$ cat config.mk
export PLATFORM = sky130hd
export DESIGN_NAME = env_gen
export DESIGN_NICKNAME = d
export VERILOG_FILES = /design/src/rtl/env_gen_pkg.sv /design/src/rtl/env_step_sel.sv /design/src/rtl/env_rate_gen.sv /design/src/rtl/env_gen.sv
export SDC_FILE = /design/constraint.sdc
export NUM_CORES = 1
export LEC_CHECK = 0
export CAP_MARGIN = 20
export CORE_UTILIZATION = 40
export CTS_CLUSTER_DIAMETER = 80
export DETAILED_ROUTE_END_ITERATION = 7
export DONT_BUFFER_PORTS = 1
export HOLD_SLACK_MARGIN = 0.08
export SYNTH_ARGS = -nofsm -noshare
export SYNTH_HDL_FRONTEND = slang
export SYNTH_SLANG_ARGS = --single-unit
$ cat constraint.sdc
create_clock -name clk -period 10.9 [get_ports clk]
set_input_delay 2.18 -clock clk [delete_from_list [all_inputs] [get_ports clk]]
set_output_delay 2.18 -clock clk [all_outputs]
set_load 0.03 [all_outputs]
$ cat src/rtl/env_gen_pkg.sv
package env_gen_pkg;

    localparam int ENV_W    = 32;
    localparam int IDX_W    = 8;
    localparam int TBL_LEN  = 160;
    localparam int TBL_FLAT = 32;
    localparam logic [ENV_W-1:0] STEP_CAP = 32'h3FFF_FFFF;
    localparam logic [ENV_W-1:0] ENV_MAX  = 32'h7FFF_FFFF;
    localparam logic [ENV_W-1:0] EXP_KNEE = 32'h6000_0000;

    typedef enum logic [2:0] {
        PH_IDLE,
        PH_ATK,
        PH_DEC,
        PH_SUS,
        PH_REL
    } phase_e;

    typedef struct packed {
        logic       atk_exp;
        logic [6:0] atk_rate;
        logic [3:0] dec_rate;
        logic [3:0] sus_lvl;
    } cfg_a_t;

    typedef struct packed {
        logic       sus_exp;
        logic       sus_down;
        logic       spare;
        logic [6:0] sus_rate;
        logic       rel_exp;
        logic [4:0] rel_rate;
    } cfg_b_t;

    // extra ladder offset chosen by envelope magnitude band
    function automatic logic [3:0] band_k(input logic [2:0] band);
        case (band)
            3'd0:    return 4'd0;
            3'd1:    return 4'd4;
            3'd2:    return 4'd6;
            3'd3:    return 4'd8;
            3'd4:    return 4'd9;
            3'd5:    return 4'd10;
            3'd6:    return 4'd11;
            default: return 4'd12;
        endcase
    endfunction

    // closed form of the step ladder: (4 + t%4) << (t/4), capped
    function automatic logic [ENV_W-1:0] ladder(input logic [IDX_W-1:0] idx);
        logic [6:0] t;
        logic [4:0] sh;
        if (idx < IDX_W'(TBL_FLAT) || idx >= IDX_W'(TBL_LEN)) return '0;
        t  = 7'(idx - IDX_W'(TBL_FLAT));
        sh = t[6:2];
        if (sh >= 5'd28) return STEP_CAP;
        return ENV_W'({1'b1, t[1:0]}) << sh;
    endfunction

endpackage

$ cat src/rtl/env_step_sel.sv
module env_step_sel
    import env_gen_pkg::*;
(
    input  phase_e                  phase,
    input  cfg_a_t                  ca,
    input  cfg_b_t                  cb,
    input  logic [ENV_W-1:0]        env,
    output logic [IDX_W-1:0]        idx,
    output logic                    add
);
    logic [3:0]       k;
    logic [IDX_W-1:0] inv_a;
    logic [IDX_W-1:0] inv_s;
    logic [IDX_W-1:0] quad_d;
    logic [IDX_W-1:0] quad_r;
    logic             above_knee;

    assign k          = band_k(env[30:28]);
    assign inv_a      = {1'b0, ca.atk_rate ^ 7'h7F};
    assign inv_s      = {1'b0, cb.sus_rate ^ 7'h7F};
    assign quad_d     = {1'b0, 1'b1, ~ca.dec_rate, 2'b00};
    assign quad_r     = {1'b0, cb.rel_rate ^ 5'h1F, 2'b00};
    assign above_knee = env >= EXP_KNEE;

    always_comb begin
        idx = '0;
        add = 1'b0;
        case (phase)
            PH_ATK: begin
                add = 1'b1;
                idx = (ca.atk_exp && above_knee) ? inv_a + 8'd8 : inv_a + 8'd16;
            end
            PH_DEC: begin
                idx = quad_d + 8'd8 + {4'b0, k};
            end
            PH_SUS: begin
                add = !cb.sus_down;
                if (!cb.sus_down)
                    idx = (cb.sus_exp && above_knee) ? inv_s + 8'd8 : inv_s + 8'd16;
                else if (cb.sus_exp)
                    idx = inv_s + 8'd5 + {4'b0, k};
                else
                    idx = inv_s + 8'd17;
            end
            PH_REL: begin
                idx = cb.rel_exp ? quad_r + 8'd8 + {4'b0, k} : quad_r + 8'd20;
            end
            default: ;
        endcase
    end
endmodule

$ cat src/rtl/env_rate_gen.sv
module env_rate_gen
    import env_gen_pkg::*;
(
    input  logic [IDX_W-1:0] idx,
    output logic [ENV_W-1:0] step
);
    assign step = ladder(idx);
endmodule

$ cat src/rtl/env_gen.sv
module env_gen
    import env_gen_pkg::*;
#(
    parameter int VOL_W   = 10,
    parameter int VOL_LSB = 21,
    parameter int HI_W    = 16
) (
    input  logic             clk,
    input  logic             rst,
    input  logic [15:0]      cfg_a_i,
    input  logic [15:0]      cfg_b_i,
    input  logic             key_on_i,
    input  logic             key_off_i,
    input  logic             tick_i,
    output logic [VOL_W-1:0] vol_o,
    output logic [HI_W-1:0]  env_hi_o,
    output logic             finished_o
);
    localparam int WIDE_W = ENV_W + 1;

    cfg_a_t ca;
    cfg_b_t cb;
    logic   unused_spare;

    assign ca           = cfg_a_t'(cfg_a_i);
    assign cb           = cfg_b_t'(cfg_b_i);
    assign unused_spare = cb.spare;

    phase_e           phase_q, phase_d;
    logic [ENV_W-1:0] env_q, env_d;
    logic             fin_q, fin_d;

    logic [IDX_W-1:0]  idx;
    logic              add;
    logic [ENV_W-1:0]  step;
    logic [WIDE_W-1:0] sum_w, diff_w;
    logic [ENV_W-1:0]  dec_val;

    env_step_sel u_sel (
        .phase (phase_q),
        .ca    (ca),
        .cb    (cb),
        .env   (env_q),
        .idx   (idx),
        .add   (add)
    );

    env_rate_gen u_rate (
        .idx  (idx),
        .step (step)
    );

    assign sum_w   = {1'b0, env_q} + {1'b0, step};
    assign diff_w  = {1'b0, env_q} - {1'b0, step};
    assign dec_val = diff_w[WIDE_W-1] ? '0 : diff_w[ENV_W-1:0];

    always_comb begin
        phase_d = phase_q;
        env_d   = env_q;
        fin_d   = fin_q;
        if (key_on_i) begin
            phase_d = PH_ATK;
            env_d   = '0;
            fin_d   = 1'b0;
        end else if (key_off_i && phase_q != PH_IDLE) begin
            phase_d = PH_REL;
        end else if (tick_i) begin
            case (phase_q)
                PH_ATK: begin
                    if (sum_w > {1'b0, ENV_MAX}) begin
                        env_d   = ENV_MAX;
                        phase_d = PH_DEC;
                    end else begin
                        env_d = sum_w[ENV_W-1:0];
                    end
                end
                PH_DEC: begin
                    env_d = dec_val;
                    if (dec_val[30:27] <= ca.sus_lvl) phase_d = PH_SUS;
                end
                PH_SUS: begin
                    if (add)
                        env_d = (sum_w > {1'b0, ENV_MAX}) ? ENV_MAX : sum_w[ENV_W-1:0];
                    else
                        env_d = dec_val;
                end
                PH_REL: begin
                    env_d = dec_val;
                    if (diff_w[WIDE_W-1]) begin
                        phase_d = PH_IDLE;
                        fin_d   = 1'b1;
                    end
                end
                default: ;
            endcase
        end
    end

    always_ff @(posedge clk) begin
        if (rst) begin
            phase_q <= PH_IDLE;
            env_q   <= '0;
            fin_q   <= 1'b0;
        end else begin
            phase_q <= phase_d;
            env_q   <= env_d;
            fin_q   <= fin_d;
        end
    end

    assign vol_o      = env_q[VOL_LSB +: VOL_W];
    assign env_hi_o   = env_q[ENV_W-1 -: HI_W];
    assign finished_o = fin_q;
endmodule

==> impl_metrics.toml, run 1 <==
[cts]
clock-sinks = 36
path_clk_slew_ns = 0.06
cts-root-buf = "clkbuf_16"
cts_buffer_depth = 2
cts_made_buffers = 5
cts_tree = "yes"
cts_resized = 0
cts_hold_buf = 0
worstSkewPairLatency_ns = 0.31
h-tree-depth = 2
cts_setup_buffers = 0

[sta]
drv_slew = 0
setup_viol = 0
holdWs_ns = 0.534
relSlewSlack_pct = 24.6
tightest_slew_ns = 1.13
finClkSkew_ns = 0.0138
rsz0062_at_grt = "false"
fin_setup_tns_ns = 0
min_period_ns = 10.28
fmax_mhz = 97.3
finalCritPeriodShare_pct = 94.3
hold_viol = 0

[grt]
grt_max_degree = 32
grtUsageTotal_pct = 25.2
grt_pass1_vias = 7291
grt_pass1_wl_um = 38900
overflow = 0
antenna_found_initial = 0

[detailed_routing]
via_count = 7840
drc = 6
ant_nets = 0
finalWirelength_um = 24400
first_iter_violations = 824
avgViaCountPerCell = 6.19
avgRoutedWirePerCell_um = 19.3
drt-pass1-iter-count = 7

[min_path]
hold_path_class = "reg -> reg"

[floorplan]
dieArea_um2 = 19300
die_height_um = 139
initial_core_util_pct = 41.2
dieWidth_um = 139
coreArea_um2 = 18200
ioPinCount = 64
rows = 49

[final_layout]
multiInputGateArea_um2 = 6070
regArea_um2 = 721
fin_nets = 1177
fillers = 1952
antennaDiodeCount = 0
drive_gt1_share_pct = 3.95
areaGrowthSynthToFinish_pct = 1.27

[power]
p_per_area_nw_per_um2 = 99.5
pwr-share-clk_pct = 19.8
power_frac_comb_pct = 61.1
peakVddDrop_mv = 0.0542
p_leak_nw = 3.46
cell_internal_pwr_mw = 0.389
p_sw_share_pct = 48.6
p_sw_mw = 0.368
pwr-share-seq_pct = 19.0

[worst_setup_path]
timing.critical_path.arrival_ns = 10.52
crit_fanout = 15
critPathTopFamily = "compound AO/OA/AOI/OAI gates"
crit_type = "in -> reg"
crit_buf_inv = 3
reg2reg_slack_ns = 0.95
cp-start-kind = "input pin"
cp.required_ns = 11.14
crit_path_max_incr_delay_ns = 0.57
endpoint_kind = "register"
worst_path_max_delay_cell = "ha_1"

[synth]
yosys.area.top_type = "ha_1"
synth-edff-count = 0
synth_async_sr_flop_share_pct = 0
syn-num-nets = 1242
ys.flop_type = "dfxtp_1"
synthesis.area_per_instance_um2 = 6.81
yosys_warnings = 0
netlist_instances = 1102
ys_ff_latch = 36
ys_types = 71
synth_top_area_share_pct = 16.3
synth_area_leaders = "ha_1, dfxtp_1, a21oi_1"
yosysSeqAreaShare_pct = 9.60
syn_area_um2 = 7510

[outcome]
violations = "design-rule violations"
run_status = "complete, but fails checks"

[job]
max-cap-violations = 0

[placement]
io_buffer_count = 0
hpwl_um = 18800
place_congestion = 0.969
-- final timing paths --
check	start	to	cells past startpoint
max	cfg_b_i[7]	phase_q[1]	36
min	env_q[2]	env_q[2]	1
max reg2reg	env_q[29]	phase_q[1]	38
min reg2reg	env_q[2]	env_q[2]	1
-- flip-flops by register name (all words and copies together) (netlist names) --
register    flops
phase_q         3
env_q          32
finished_o      1
-- cells by family after synthesis --
kind of cell,share of synthesized area (%)
buffers and inverters,9.62
DFF,9.60
AOI/OAI and AO/OA,35.1
adders and majority gates,17.7
muxes,1.80
and+or+nand+nor,21.2
xor gates and xnor gates,5.02
-- power groups by stage --
| stage | registers (mW) | clock network (mW) | logic (mW) |
|---|---|---|---|
| after floorplan | 0.140 | 0 | 0.357 |
| after global placement | 0.147 | 0 | 0.450 |
| after detailed placement | 0.147 | 0 | 0.451 |
| after CTS | 0.144 | 0.151 | 0.455 |
| after global routing | 0.145 | 0.153 | 0.514 |
| final | 0.144 | 0.150 | 0.463 |
-- cell usage in the layout, fill, tap and decap left out, drive strengths merged, types with 12 or more instances in the layout --
master	synthesis	layout
dfxtp	36	36
or2	14	14
nand2	74	74
nor2b	16	16
xnor2	35	35
a21o	17	17
a21oi	136	136
ha	98	98
o31ai	12	12
nor3	27	27
o21bai	15	15
a31oi	14	14
inv	76	76
nand3	21	21
o21a	22	22
o21ai	107	107
buf	39	14
nor2	95	95
nand2b	15	15
a211oi	13	13
-- synthesized netlist by cell type, drive strengths merged (4+ instances only) --
master and instances:
a211o 4, or4 6, inv 76, mux2 4, o31a 4, nor2b 16, nand3 21, o21bai 15
o211ai 11, nor3 27, nand2b 15, o22ai 8, a211oi 13, a21o 17, and2 11, o2111a 4
o21ai 107, ha 98, and3 7, xnor2 35, or2 14, nand4 7, o221ai 5, nor2 95
or3 8, o311ai 4, dfxtp 36, fa 5, a31oi 14, xor2 8, o21a 22, a221oi 9
nand2 74, nor4 11, mux2i 9, a21oi 136, clkbuf 47, a32oi 4, o31ai 12, buf 39
-- layout make-up --
cell class / count / area share [%]
multi-input combinational: 904 / 79.9
sequential: 36 / 9.48
tap: 229 / 3.77
inverter: 76 / 3.75
clock buffer: 6 / 1.69
timing repair buffer: 14 / 1.38
clock inverter: 1 / 0.0658
-- through the flow --
| step | power (mW) | area, um2 | setup slack (ns) | std cells | util [%] |
|---|---|---|---|---|---|
| after floorplan | 0.497 | 7510 | 1.62 | 1102 | - |
| after global placement | 0.597 | 7470 | 0.746 | 1259 | 41.0 |
| after detailed placement | 0.598 | 7470 | 0.624 | 1259 | 41.0 |
| after CTS | 0.750 | 7600 | 0.892 | 1266 | 41.8 |
| after global routing | 0.812 | 7600 | 0.0945 | 1266 | 41.8 |
| final | 0.757 | 7600 | 0.623 | 1266 | 41.8 |
-- per-layer routing --
| metal | vias to the layer above | track usage, % | wire (um) |
|---|---|---|---|
| li1 | 3847 | - | - |
| met1 | 3676 | 34.7 | 11600 |
| met2 | 264 | 39.7 | 10600 |
| met3 | 53 | 3.97 | 1540 |
| met4 | 0 | 8.95 | 698 |
| met5 | - | 0 | 0 |
No activity file was read; power rests on OpenSTA's default activity.
==> run 2: changes to the inputs <==
--- a/config.mk
+++ b/config.mk
@@ -5,12 +5,15 @@
 export SDC_FILE = /design/constraint.sdc
 export NUM_CORES = 1
 export LEC_CHECK = 0
+export ABC_AREA = 1
 export CAP_MARGIN = 20
 export CORE_UTILIZATION = 40
+export CTS_BUF_LIST = sky130_fd_sc_hd__clkbuf_8
 export CTS_CLUSTER_DIAMETER = 80
 export DETAILED_ROUTE_END_ITERATION = 7
 export DONT_BUFFER_PORTS = 1
 export HOLD_SLACK_MARGIN = 0.08
+export PLACE_DENSITY = 0.58
 export SYNTH_ARGS = -nofsm -noshare
 export SYNTH_HDL_FRONTEND = slang
 export SYNTH_SLANG_ARGS = --single-unit
==> run 2 against run 1 <==
Compared with the run above: the run now ends clean; via count up 22%; critical path type unchanged; largest power group unchanged; final cell count grew 42%; highest routed layer unchanged; final area up 14%.
==> impl_metrics.toml, run 2 <==
[outcome]
run_status = "completed"

[synth]
ys_ff_latch = 36
ys.flop_type = "dfxtp_1"
synthesis.area_per_instance_um2 = 5.49
synth_async_sr_flop_share_pct = 0
yosys_warnings = 0
synth_common_cells = "nand2_1, inv_1, nor2_1"
yosys.area.top_type = "nand2_1"
synth-edff-count = 0
synth_top_area_share_pct = 19.6
yosysSeqAreaShare_pct = 8.32
syn_area_um2 = 8670
syn-num-nets = 1719
synth_most_common_cell = "nand2_1"
netlist_instances = 1579
ys_types = 48
synth_area_leaders = "nand2_1, ha_1, inv_1"

[grt]
grtUsageTotal_pct = 27.6
grt_pass1_vias = 8887
overflow = 0
antenna_found_initial = 0
grt_pass1_wl_um = 47500
grt_max_degree = 51

[final_layout]
areaGrowthSynthToFinish_pct = 0.188
largest-register = "env_q"
largest_reg_flops = 32
fin_nets = 1656
antennaDiodeCount = 0
drive_gt1_share_pct = 4.15
finalInstanceArea_um2 = 8680
most-common-layout-cells = "nand2_1, inv_1, nor2_1"
final_common_cell = "nand2_1"

[detailed_routing]
finalWirelength_um = 29800
drt-pass1-iter-count = 6
avgRoutedWirePerCell_um = 16.6
avgViaCountPerCell = 5.34
via_count = 9576
drc = 0
first_iter_violations = 843
ant_nets = 0

[floorplan]
die_height_um = 149
dieArea_um2 = 22300
rows = 53
initial_core_util_pct = 41.0
coreArea_um2 = 21200
ioPinCount = 64
dieWidth_um = 149

[worst_setup_path]
worst_path_max_delay_cell = "ha_1"
crit_top_cell = "nand2_1"
crit_fanout = 25
crit_path_max_incr_delay_ns = 0.65
crit_type = "in -> reg"
endpoint_kind = "register"
cp.required_ns = 11.14
rr_worst_depth = 39
reg2reg_slack_ns = 2.19
cp-start-kind = "input pin"
timing.critical_path.arrival_ns = 9.44

[placement]
place_area_um2 = 8560
io_buffer_count = 0
pre_cts_ws_ns = 1.51
place_congestion = 0.966
hpwl_um = 24100

[cts]
cts_resized = 0
worstSkewPairLatency_ns = 0.34
cts_setup_buffers = 0
cts_made_buffers = 5
cts-root-buf = "clkbuf_8"
h-tree-depth = 2
cts_buffer_depth = 2
clock-sinks = 36
cts_hold_buf = 0
cts_tree = "yes"
path_clk_slew_ns = 0.09

[sta]
finalCritPeriodShare_pct = 84.4
hold_viol = 0
setup_viol = 0
finClkSkew_ns = 0.0131
drv_slew = 0
holdWs_ns = 0.544
relSlewSlack_pct = 35.0
fin_ws_ns = 1.70
rsz0062_at_grt = "false"
fmax_mhz = 109
fin_setup_tns_ns = 0
min_period_ns = 9.20
tightest_slew_ns = 0.974

[power]
p_per_area_nw_per_um2 = 110
p_leak_nw = 5.06
peakVddDrop_mv = 0.0603

[job]
max-cap-violations = 0

[min_path]
hold_depth = 2
hold_path_class = "reg -> reg"
run 2: final timing paths:
kind | from | endpoint
hold reg to reg | phase_q[1] | phase_q[1]
hold / removal | phase_q[1] | phase_q[1]
setup reg to reg | env_q[28] | phase_q[0]
setup / recovery | cfg_b_i[7] | phase_q[0]
run 2: report_power, final:
group	switching, mW	leakage (nW)	internal, mW
logic	0.454	4.71	0.197
registers	0.0149	0.292	0.137
clock network	0.0688	0.0645	0.0810
run 2: worst max-delay path: cells and delay by family:
family          cells  cell delay, ns
buf+inv             4            0.85
fa+ha+maj           6            2.40
compound gates      8            1.64
simple gates       18            2.34
run 2: cells by family after synthesis:
group | Yosys count | synth area share, %
and+or+nand+nor | 833 | 40.3
buffers and inverters | 311 | 16.0
AOI/OAI and AO/OA | 260 | 16.4
adders and majority gates | 103 | 15.3
xor gates and xnor gates | 36 | 3.64
DFF | 36 | 8.32
run 2: cell type report:
| cell class | instances | area, um2 |
|---|---|---|
| fill | 2448 | 12500 |
| multi-input combinational | 1232 | 6570 |
| inverter | 238 | 896 |
| sequential | 36 | 721 |
| tap | 275 | 344 |
| clock buffer | 7 | 96.3 |
| clock inverter | 1 | 30.0 |
| timing repair buffer | 3 | 22.5 |
run 2: routing by layer:
metal  wire length [um]  up-vias  global-route usage, %
li1                   -     4863                      -
met1              14100     4362                   37.9
met2              12900      304                   43.9
met3               1900       47                   3.82
met4                872        0                   9.64
met5                  0        -                      0
run 2: through the flow:
step	power [mW]	util [%]	std cells
final	0.953	41.0	1792
after global routing	1.04	41.0	1792
after CTS	0.943	41.0	1792
after detailed placement	0.791	40.4	1784
after floorplan	0.646	-	1579
after global placement	0.788	40.4	1784
